**config.mk**
```make
export PLATFORM = sky130hd
export DESIGN_NAME = i2c_softrst_target
export DESIGN_NICKNAME = d
export VERILOG_FILES = /design/src/rtl/i2c_srt_pkg.sv /design/src/rtl/i2c_srt_pins.sv /design/src/rtl/i2c_srt_engine.sv /design/src/rtl/i2c_srt_store.sv /design/src/rtl/i2c_softrst_target.sv
export SDC_FILE = /design/constraint.sdc
export NUM_CORES = 2
export LEC_CHECK = 0
export ABC_AREA = 1
export ABC_CLOCK_PERIOD_IN_PS = 13550
export BUFFER_PORTS_ARGS = -buffer_cell sky130_fd_sc_hd__buf_2
export CAP_MARGIN = 20
export CORE_AREA = 3 3 348 488
export DETAILED_ROUTE_END_ITERATION = 8
export DIE_AREA = 0 0 351 491
export HOLD_SLACK_MARGIN = 0.15
export MAX_ROUTING_LAYER = met4
export PLACE_DENSITY = 0.76
export RECOVER_POWER = 100
export SETUP_SLACK_MARGIN = 0.5
export SYNTH_ARGS = -nofsm -noshare
export SYNTH_HDL_FRONTEND = slang
export SYNTH_SLANG_ARGS = --single-unit
export TNS_END_PERCENT = 1
```
**constraint.sdc**
```tcl
create_clock -name clk -period 13.55 [get_ports clk]
set_input_delay 1.355 -clock clk [delete_from_list [all_inputs] [get_ports clk]]
set_output_delay 1.355 -clock clk [all_outputs]
set_load 0.005 [all_outputs]
```
**src/rtl/i2c_srt_pkg.sv**
```systemverilog
package i2c_srt_pkg;
   localparam int BYTE_W = 8;
   typedef logic [BYTE_W-1:0] byte_t;
   typedef enum logic [3:0] {
      S_IDLE, S_ADDR, S_AACK, S_PTR, S_PACK, S_WDAT, S_DACK, S_TX, S_MACK
   } eng_st_t;
endpackage

```
**src/rtl/i2c_srt_pins.sv**
```systemverilog
module i2c_srt_pins #(
   parameter int SYNC_STAGES = 2
) (
   input  logic clk,
   input  logic rst_n,
   input  logic scl_i,
   input  logic sda_i,
   output logic scl_lvl,
   output logic sda_lvl,
   output logic scl_rise,
   output logic scl_fall,
   output logic start_det,
   output logic stop_det
);
   localparam int TOP = SYNC_STAGES - 1;

   logic [TOP:0] scl_pipe, sda_pipe;
   logic         scl_d, sda_d;

   // bus idles high, so synchronizers reset to 1
   always_ff @(posedge clk) begin
      if (!rst_n) begin
         scl_pipe <= '1;
         sda_pipe <= '1;
         scl_d    <= 1'b1;
         sda_d    <= 1'b1;
      end else begin
         scl_pipe <= {scl_pipe[TOP-1:0], scl_i};
         sda_pipe <= {sda_pipe[TOP-1:0], sda_i};
         scl_d    <= scl_pipe[TOP];
         sda_d    <= sda_pipe[TOP];
      end
   end

   assign scl_lvl   = scl_pipe[TOP];
   assign sda_lvl   = sda_pipe[TOP];
   assign scl_rise  = scl_lvl & ~scl_d;
   assign scl_fall  = ~scl_lvl & scl_d;
   assign start_det = scl_lvl & scl_d & sda_d & ~sda_lvl;
   assign stop_det  = scl_lvl & scl_d & ~sda_d & sda_lvl;
endmodule

```
**src/rtl/i2c_srt_engine.sv**
```systemverilog
module i2c_srt_engine
   import i2c_srt_pkg::*;
#(
   parameter logic [6:0] TGT_ADDR = 7'h68,
   parameter int         CTRL_REG = 19
) (
   input  logic  clk,
   input  logic  rst_n,
   input  logic  scl_rise,
   input  logic  scl_fall,
   input  logic  start_det,
   input  logic  stop_det,
   input  logic  sda_lvl,
   input  byte_t ptr,
   input  byte_t rdata,
   output logic  sda_oe,
   output logic  ptr_ld,
   output logic  wr_en,
   output logic  rd_en,
   output byte_t wdata,
   output logic  soft_rst,
   output logic  eng_idle
);
   localparam byte_t CTRL_B = byte_t'(CTRL_REG);
   localparam int    CNT_W  = $clog2(BYTE_W + 1);
   localparam logic [CNT_W-1:0] FULL = CNT_W'(BYTE_W);

   eng_st_t          st;
   logic [CNT_W-1:0] bitcnt;
   byte_t            rx, tx;
   logic             rw, mack, srq, oe_q;
   logic             fall8, rst_req;

   // strobes are combinational so the store acts on the same edge
   always_comb begin
      fall8   = scl_fall && (bitcnt == FULL);
      rst_req = !srq && fall8 && (st == S_WDAT) && (ptr == CTRL_B) && rx[BYTE_W-1];
      ptr_ld  = !srq && fall8 && (st == S_PTR);
      wr_en   = !srq && fall8 && (st == S_WDAT) && !rst_req;
      rd_en   = !srq && scl_fall &&
                (((st == S_AACK) && rw) || ((st == S_MACK) && mack));
   end

   always_ff @(posedge clk) begin
      if (!rst_n) begin
         st     <= S_IDLE;
         bitcnt <= '0;
         rx     <= '0;
         tx     <= '0;
         rw     <= 1'b0;
         mack   <= 1'b0;
         oe_q   <= 1'b0;
         srq    <= 1'b0;
      end else begin
         srq <= rst_req;
         if (srq) begin
            st     <= S_IDLE;
            bitcnt <= '0;
            rx     <= '0;
            tx     <= '0;
            rw     <= 1'b0;
            mack   <= 1'b0;
            oe_q   <= 1'b0;
         end else if (start_det) begin
            st     <= S_ADDR;
            bitcnt <= '0;
            oe_q   <= 1'b0;
         end else if (stop_det) begin
            st   <= S_IDLE;
            oe_q <= 1'b0;
         end else begin
            unique case (st)
               S_ADDR, S_PTR, S_WDAT: begin
                  if (scl_rise && (bitcnt != FULL)) begin
                     rx     <= {rx[BYTE_W-2:0], sda_lvl};
                     bitcnt <= bitcnt + 1'b1;
                  end else if (fall8) begin
                     if (st == S_ADDR) begin
                        if (rx[BYTE_W-1:1] == TGT_ADDR) begin
                           oe_q <= 1'b1;
                           rw   <= rx[0];
                           st   <= S_AACK;
                        end else begin
                           st <= S_IDLE;
                        end
                     end else if (st == S_PTR) begin
                        oe_q <= 1'b1;
                        st   <= S_PACK;
                     end else if (rst_req) begin
                        st <= S_IDLE;
                     end else begin
                        oe_q <= 1'b1;
                        st   <= S_DACK;
                     end
                  end
               end
               S_AACK: begin
                  if (scl_fall) begin
                     bitcnt <= '0;
                     if (rw) begin
                        tx     <= rdata;
                        oe_q   <= ~rdata[BYTE_W-1];
                        bitcnt <= CNT_W'(1);
                        st     <= S_TX;
                     end else begin
                        oe_q <= 1'b0;
                        st   <= S_PTR;
                     end
                  end
               end
               S_PACK, S_DACK: begin
                  if (scl_fall) begin
                     oe_q   <= 1'b0;
                     bitcnt <= '0;
                     st     <= S_WDAT;
                  end
               end
               S_TX: begin
                  if (scl_fall) begin
                     if (bitcnt == FULL) begin
                        oe_q <= 1'b0;
                        st   <= S_MACK;
                     end else begin
                        oe_q   <= ~tx[BYTE_W-2];
                        tx     <= {tx[BYTE_W-2:0], 1'b0};
                        bitcnt <= bitcnt + 1'b1;
                     end
                  end
               end
               S_MACK: begin
                  if (scl_rise) begin
                     mack <= ~sda_lvl;
                  end else if (scl_fall) begin
                     if (mack) begin
                        tx     <= rdata;
                        oe_q   <= ~rdata[BYTE_W-1];
                        bitcnt <= CNT_W'(1);
                        st     <= S_TX;
                     end else begin
                        st <= S_IDLE;
                     end
                  end
               end
               default: ;
            endcase
         end
      end
   end

   assign sda_oe   = oe_q;
   assign wdata    = rx;
   assign soft_rst = srq;
   assign eng_idle = (st == S_IDLE);
endmodule

```
**src/rtl/i2c_srt_store.sv**
```systemverilog
module i2c_srt_store
   import i2c_srt_pkg::*;
#(
   parameter int    CTRL_REG = 19,
   parameter int    SRAM_LO  = 20,
   parameter byte_t REG_INIT = 8'h00
) (
   input  logic  clk,
   input  logic  rst_n,
   input  logic  soft_rst,
   input  logic  ptr_ld,
   input  logic  wr_en,
   input  logic  rd_en,
   input  byte_t wdata,
   output byte_t ptr,
   output byte_t rdata
);
   localparam byte_t SRAM_B = byte_t'(SRAM_LO);
   localparam int    LAST   = (1 << BYTE_W) - 1;

   byte_t reg_rd [CTRL_REG];
   byte_t sram   [SRAM_LO:LAST];

   // pointer: cleared by either reset, loaded, or stepped per data byte
   always_ff @(posedge clk) begin
      if (!rst_n || soft_rst)    ptr <= '0;
      else if (ptr_ld)           ptr <= wdata;
      else if (wr_en || rd_en)   ptr <= ptr + 1'b1;
   end

   // placeholder registers: one flop group per location
   for (genvar i = 0; i < CTRL_REG; i++) begin : g_reg
      byte_t q;
      always_ff @(posedge clk) begin
         if (!rst_n || soft_rst)                  q <= REG_INIT;
         else if (wr_en && (ptr == byte_t'(i)))   q <= wdata;
      end
      assign reg_rd[i] = q;
   end

   // general-purpose storage: no reset of any kind
   always_ff @(posedge clk) begin
      if (wr_en && (ptr >= SRAM_B)) sram[ptr] <= wdata;
   end

   // control location falls through to zero
   always_comb begin
      rdata = '0;
      for (int i = 0; i < CTRL_REG; i++) begin
         if (ptr == byte_t'(i)) rdata = reg_rd[i];
      end
      if (ptr >= SRAM_B) rdata = sram[ptr];
   end
endmodule

```
**src/rtl/i2c_softrst_target.sv**
```systemverilog
module i2c_softrst_target #(
   parameter logic [6:0] TGT_ADDR    = 7'h68,
   parameter int         CTRL_REG    = 19,
   parameter int         SRAM_LO     = 20,
   parameter int         SYNC_STAGES = 2,
   parameter logic [7:0] REG_INIT    = 8'h00
) (
   input  logic clk,
   input  logic rst_n,
   input  logic scl_i,
   input  logic sda_i,
   output logic sda_oe
);
   import i2c_srt_pkg::*;

   if (SYNC_STAGES < 2) begin : g_bad_sync
      $error("SYNC_STAGES must be at least 2");
   end
   if (SRAM_LO != CTRL_REG + 1) begin : g_bad_map
      $error("SRAM_LO must directly follow CTRL_REG");
   end
   if ((CTRL_REG < 1) || (CTRL_REG > 254)) begin : g_bad_ctrl
      $error("CTRL_REG out of range");
   end

   logic  scl_lvl, sda_lvl, scl_rise, scl_fall, start_det, stop_det;
   logic  ptr_ld, wr_en, rd_en, soft_rst, eng_idle;
   byte_t ptr, rdata, wdata;

   i2c_srt_pins #(.SYNC_STAGES(SYNC_STAGES)) u_pins (
      .clk(clk), .rst_n(rst_n), .scl_i(scl_i), .sda_i(sda_i),
      .scl_lvl(scl_lvl), .sda_lvl(sda_lvl), .scl_rise(scl_rise),
      .scl_fall(scl_fall), .start_det(start_det), .stop_det(stop_det)
   );

   i2c_srt_engine #(.TGT_ADDR(TGT_ADDR), .CTRL_REG(CTRL_REG)) u_eng (
      .clk(clk), .rst_n(rst_n), .scl_rise(scl_rise), .scl_fall(scl_fall),
      .start_det(start_det), .stop_det(stop_det), .sda_lvl(sda_lvl),
      .ptr(ptr), .rdata(rdata), .sda_oe(sda_oe), .ptr_ld(ptr_ld),
      .wr_en(wr_en), .rd_en(rd_en), .wdata(wdata), .soft_rst(soft_rst),
      .eng_idle(eng_idle)
   );

   i2c_srt_store #(.CTRL_REG(CTRL_REG), .SRAM_LO(SRAM_LO), .REG_INIT(REG_INIT)) u_store (
      .clk(clk), .rst_n(rst_n), .soft_rst(soft_rst), .ptr_ld(ptr_ld),
      .wr_en(wr_en), .rd_en(rd_en), .wdata(wdata), .ptr(ptr), .rdata(rdata)
   );
endmodule

```
==> Flow_metrics.wiki <==
{| class="wikitable"
! Metric !! Value
|-
| Top library cells by usage in the layout, fill and taps aside || 1888 x edfxtp_1, 1292 x nor2_1, 1204 x o21ai_0, 518 x nand2_1, 368 x o22ai_1
|-
| Std-Cell Rows || approximately 180
|-
| Hold violation total from the final report || 0
|-
| Net count after synthesis || 7141
|-
| Flops & latches, synth || 2089
|-
| DRC violations left || 0
|-
| Static leakage || 25.8 nW
|-
| Clock transition at path regs || ~0.07 ns
|-
| Routed WL || 223 mm
|-
| 1st-pass router iterations || 6
|-
| Post-DRT Antenna Nets || 0
|-
| Fraction of the cycle the final worst path needs || 0.628
|-
| Share of synthesized registers carrying an async set or reset || 0
|-
| Vias/cell || around 6.3
|-
| Resized Gates After CTS || 0
|-
| Synthesis Warnings || 0
|-
| HPWL after detailed placement || roughly 120 mm
|-
| Clock latency reported for the late side of the worst-skew pair || 0.81 ns
|-
| Count of boundary I/O pins || 5
|-
| Average wire length per cell after detail routing || 24.3 um
|-
| Root cell of the clock tree || clkbuf_16
|-
| Setup violators final || 0
|-
| Max-slew headroom || -2.06
|-
| Antenna violations before repair || 3
|-
| Area enclosed by the die boundary || 172000 um^2
|-
| Data required time of the critical path || 14.26 ns
|-
| Critical path class || register to register
|-
| Cell count after synthesis || slightly above 7000
|-
| Largest clock skew in the final design || 0.0315 ns
|-
| Die outline height || between 400 and 500 um
|-
| Max Buffers Root-to-Sink || 3
|-
| RSZ-0062 raised after global routing || false
|-
| Htree depth || 4
|-
| Launching element type of the critical path || register
|-
| Clock sinks || 2089
|-
| Mapped Avg Cell Area || roughly 12 um^2
|-
| Initial core utilization || 0.509
|-
| Grt ovf || 0
|-
| CTS tree || done
|-
| Clock period minus worst slack || ~8.5 ns
|-
| Worst-path fanout max || 72
|-
| Proportion of layout cells with a drive suffix above 1 || 0.0479
|-
| Maximum Capacitance Violations || 40
|-
| CORE AREA || 166000 um^2
|-
| Power density relative to cell area || 135 nW/um^2
|-
| Max Transition Viols Final || 2193
|-
| Nets || about 7000
|-
| RD Place Congestion || just under 0.9
|-
| IR Drop Worst-Case VDD || between 0.0001 and 0.00015 V
|-
| Filler cells || between 10000 and 15000
|-
| Pre-CTS setup slack || slightly above 8 ns
|-
| Wire length of the first global-routing pass || 333 mm
|-
| Global routing usage summed across all routing layers || 0.261
|-
| Area Overhead vs Synth || 7.88%
|-
| Die extent in x || between 300 and 400 um
|-
| Outcome || finished, violations left
|-
| Initial detailed-routing violation count || 7869
|-
| R2R Setup Slk || 5.05 ns
|-
| Maximum clock rate || 0.118 GHz
|-
| Proportion of synthesized chip area in sequential cells || 0.719
|-
| Slew @ Worst Pin || 4.59 ns
|-
| Number of setup buffers added after CTS || 0
|-
| Critical path endpoint category || register
|-
| Total negative setup slack || 0 ns
|-
| Via count of the first global-routing pass || 55600
|-
| Type of the worst min-delay path || register to register
|-
| Number of CTS-inserted buffers || 178
|-
| Destination of the worst register-to-register timing path || u_eng.tx[3]
|-
| Critical path data arrival time || 9.21 ns
|-
| Vias after detailed routing || a little under 60000
|-
| Most frequent standard cell in the layout excluding fill and tap cells || edfxtp_1
|-
| Count of cells along the worst register-to-register path || 16
|-
| Largest net degree at the start of global routing || 236
|-
| Worst setup endpoint || u_eng.tx[3]
|-
| Library cells used by synthesis || 55
|-
| Number of synthesized flops with an enable pin || roughly 1900
|-
| Hold buffer count at cts || 0
|-
| Smallest setup slack after layout || 5.05 ns
|-
| Failing checks || max-capacitance violations, max-slew violations
|-
| Synthesized area || ~84000 um^2
|-
| Number of port buffers || 4
|-
| Primary FF master, synth || edfxtp_1
|}
through the flow:
step	power, mW	utilization	instances	hold slack, ns	instance area (um^2)
2_1_floorplan	7.29	-	7131	0.393	84400
3_3_place_gp	7.34	0.516	8832	0.399	85600
3_5_place_dp	7.35	0.516	8832	0.400	85600
4_1_cts	12.3	0.550	9154	0.416	91200
5_1_grt	12.6	0.549	9161	0.432	91100
6_report	12.3	0.549	9163	0.416	91100
worst min-delay path by stage:
stage | startpoint | end | depth (start not counted)
4_1_cts | u_pins.sda_pipe[0] | u_pins.sda_pipe[1] | 1
5_1_grt | u_pins.scl_pipe[0] | u_pins.scl_pipe[1] | 1
6_report | u_pins.sda_pipe[0] | u_pins.sda_pipe[1] | 1
2_1_floorplan | u_pins.scl_pipe[0] | u_pins.scl_pipe[1] | 1
3_5_place_dp | u_pins.sda_pipe[0] | u_pins.sda_pipe[1] | 1
3_3_place_gp | u_pins.sda_pipe[0] | u_pins.sda_pipe[1] | 1
worst max-delay path: stages (launching register included):
cell and delay (ns):
dfxtp_4 0.68, clkbuf_1 2.25, clkbuf_1 1.79, buf_4 0.86, buf_4 0.65, o21ai_0 0.23, o22ai_1 0.25, nor2_1 0.07
o22ai_1 0.28, o21ai_0 0.32, o221ai_1 0.30, nand3_1 0.13, o311ai_0 0.12, nand2_1 0.11, inv_1 0.08, nand2_1 0.05
a21oi_1 0.13
area by class of cell:
type	instances	area, um^2	area share
multi-input combinational	4256	20400	0.224
sequential	2089	60700	0.667
tap	2148	2690	0.0295
clock inverter	99	891	0.00978
antenna	4	10.0	0.000110
clock buffer	223	4790	0.0526
inverter	265	1020	0.0112
timing repair buffer	79	574	0.00630
state kept, by name, indices dropped and copies added, names as in the netlist, named ones only:
| signal | flops |
|---|---|
| u_eng.bitcnt | 4 |
| u_eng.rw | 1 |
| u_eng.st | 4 |
| u_eng.wdata | 8 |
| u_pins.sda_pipe | 2 |
| u_store.sram | 1888 |
| u_pins.scl_d | 1 |
| u_store.g.q | 152 |
| u_eng.mack | 1 |
| u_eng.sda_oe | 1 |
| u_store.ptr | 8 |
| u_eng.tx | 7 |
| u_pins.sda_d | 1 |
| u_pins.scl_pipe | 2 |
| u_eng.soft_rst | 1 |
cell families (layout without fill, tap and decap cells):
family                     after synthesis  count (layout)  share of synthesized area
adders and majority gates                6               6                   0.000889
AOI/OAI and AO/OA                     2079            2079                      0.137
xor gates and xnor gates                 1               1                   0.000104
DFF                                   2089            2089                      0.719
other                                    0               4                          0
and+or+nand+nor                       2170            2170                      0.104
buffers and inverters                  786             666                     0.0396
synth_stat cells, types with 3 or more instances:
cell type     n  area (um^2)
nor4_1        4         25.0
nand2_1     518         1940
inv_2         7         26.3
or2_2         6         37.5
a21oi_1     295         1480
and3_1        4         25.0
ha_1          6         75.1
buf_2       143          716
nor2_4        4         45.0
inv_1       253          950
o21ai_0    1204         6030
a221o_1       3         30.0
nor3_1       12         60.1
o221ai_1    127         1110
edfxtp_1   1888        56700
buf_1        19         71.3
clkinv_1      4         15.0
buf_6        12          135
nand3_1     305         1530
a31oi_1       7         43.8
o211ai_1     26          195
a221oi_1      7         61.3
o21ai_1      19         95.1
clkbuf_1    317         1190
o22ai_1     368         2300
nand4_1       6         37.5
dfxtp_1     201         4020
nand2_2       5         31.3
buf_4        29          218
o311ai_1      8         70.1
nor2_1     1292         4850
layer usage:
metal  up-vias  global-route usage  share of wire
met2      3509               0.418           0.49
met5         -                   -              0
li1      25400                   -              -
met4         0               0.144          0.061
met3       764              0.0457           0.10
met1     28000               0.314           0.35
where the power goes:
| group | total, mW | internal (mW) | switching (mW) |
|---|---|---|---|
| sequential | 7.00 | 6.98 | 0.0230 |
| clock | 5.06 | 2.79 | 2.27 |
| combinational | 0.226 | 0.0580 | 0.168 |
No activity file was read; power rests on OpenSTA's default activity.
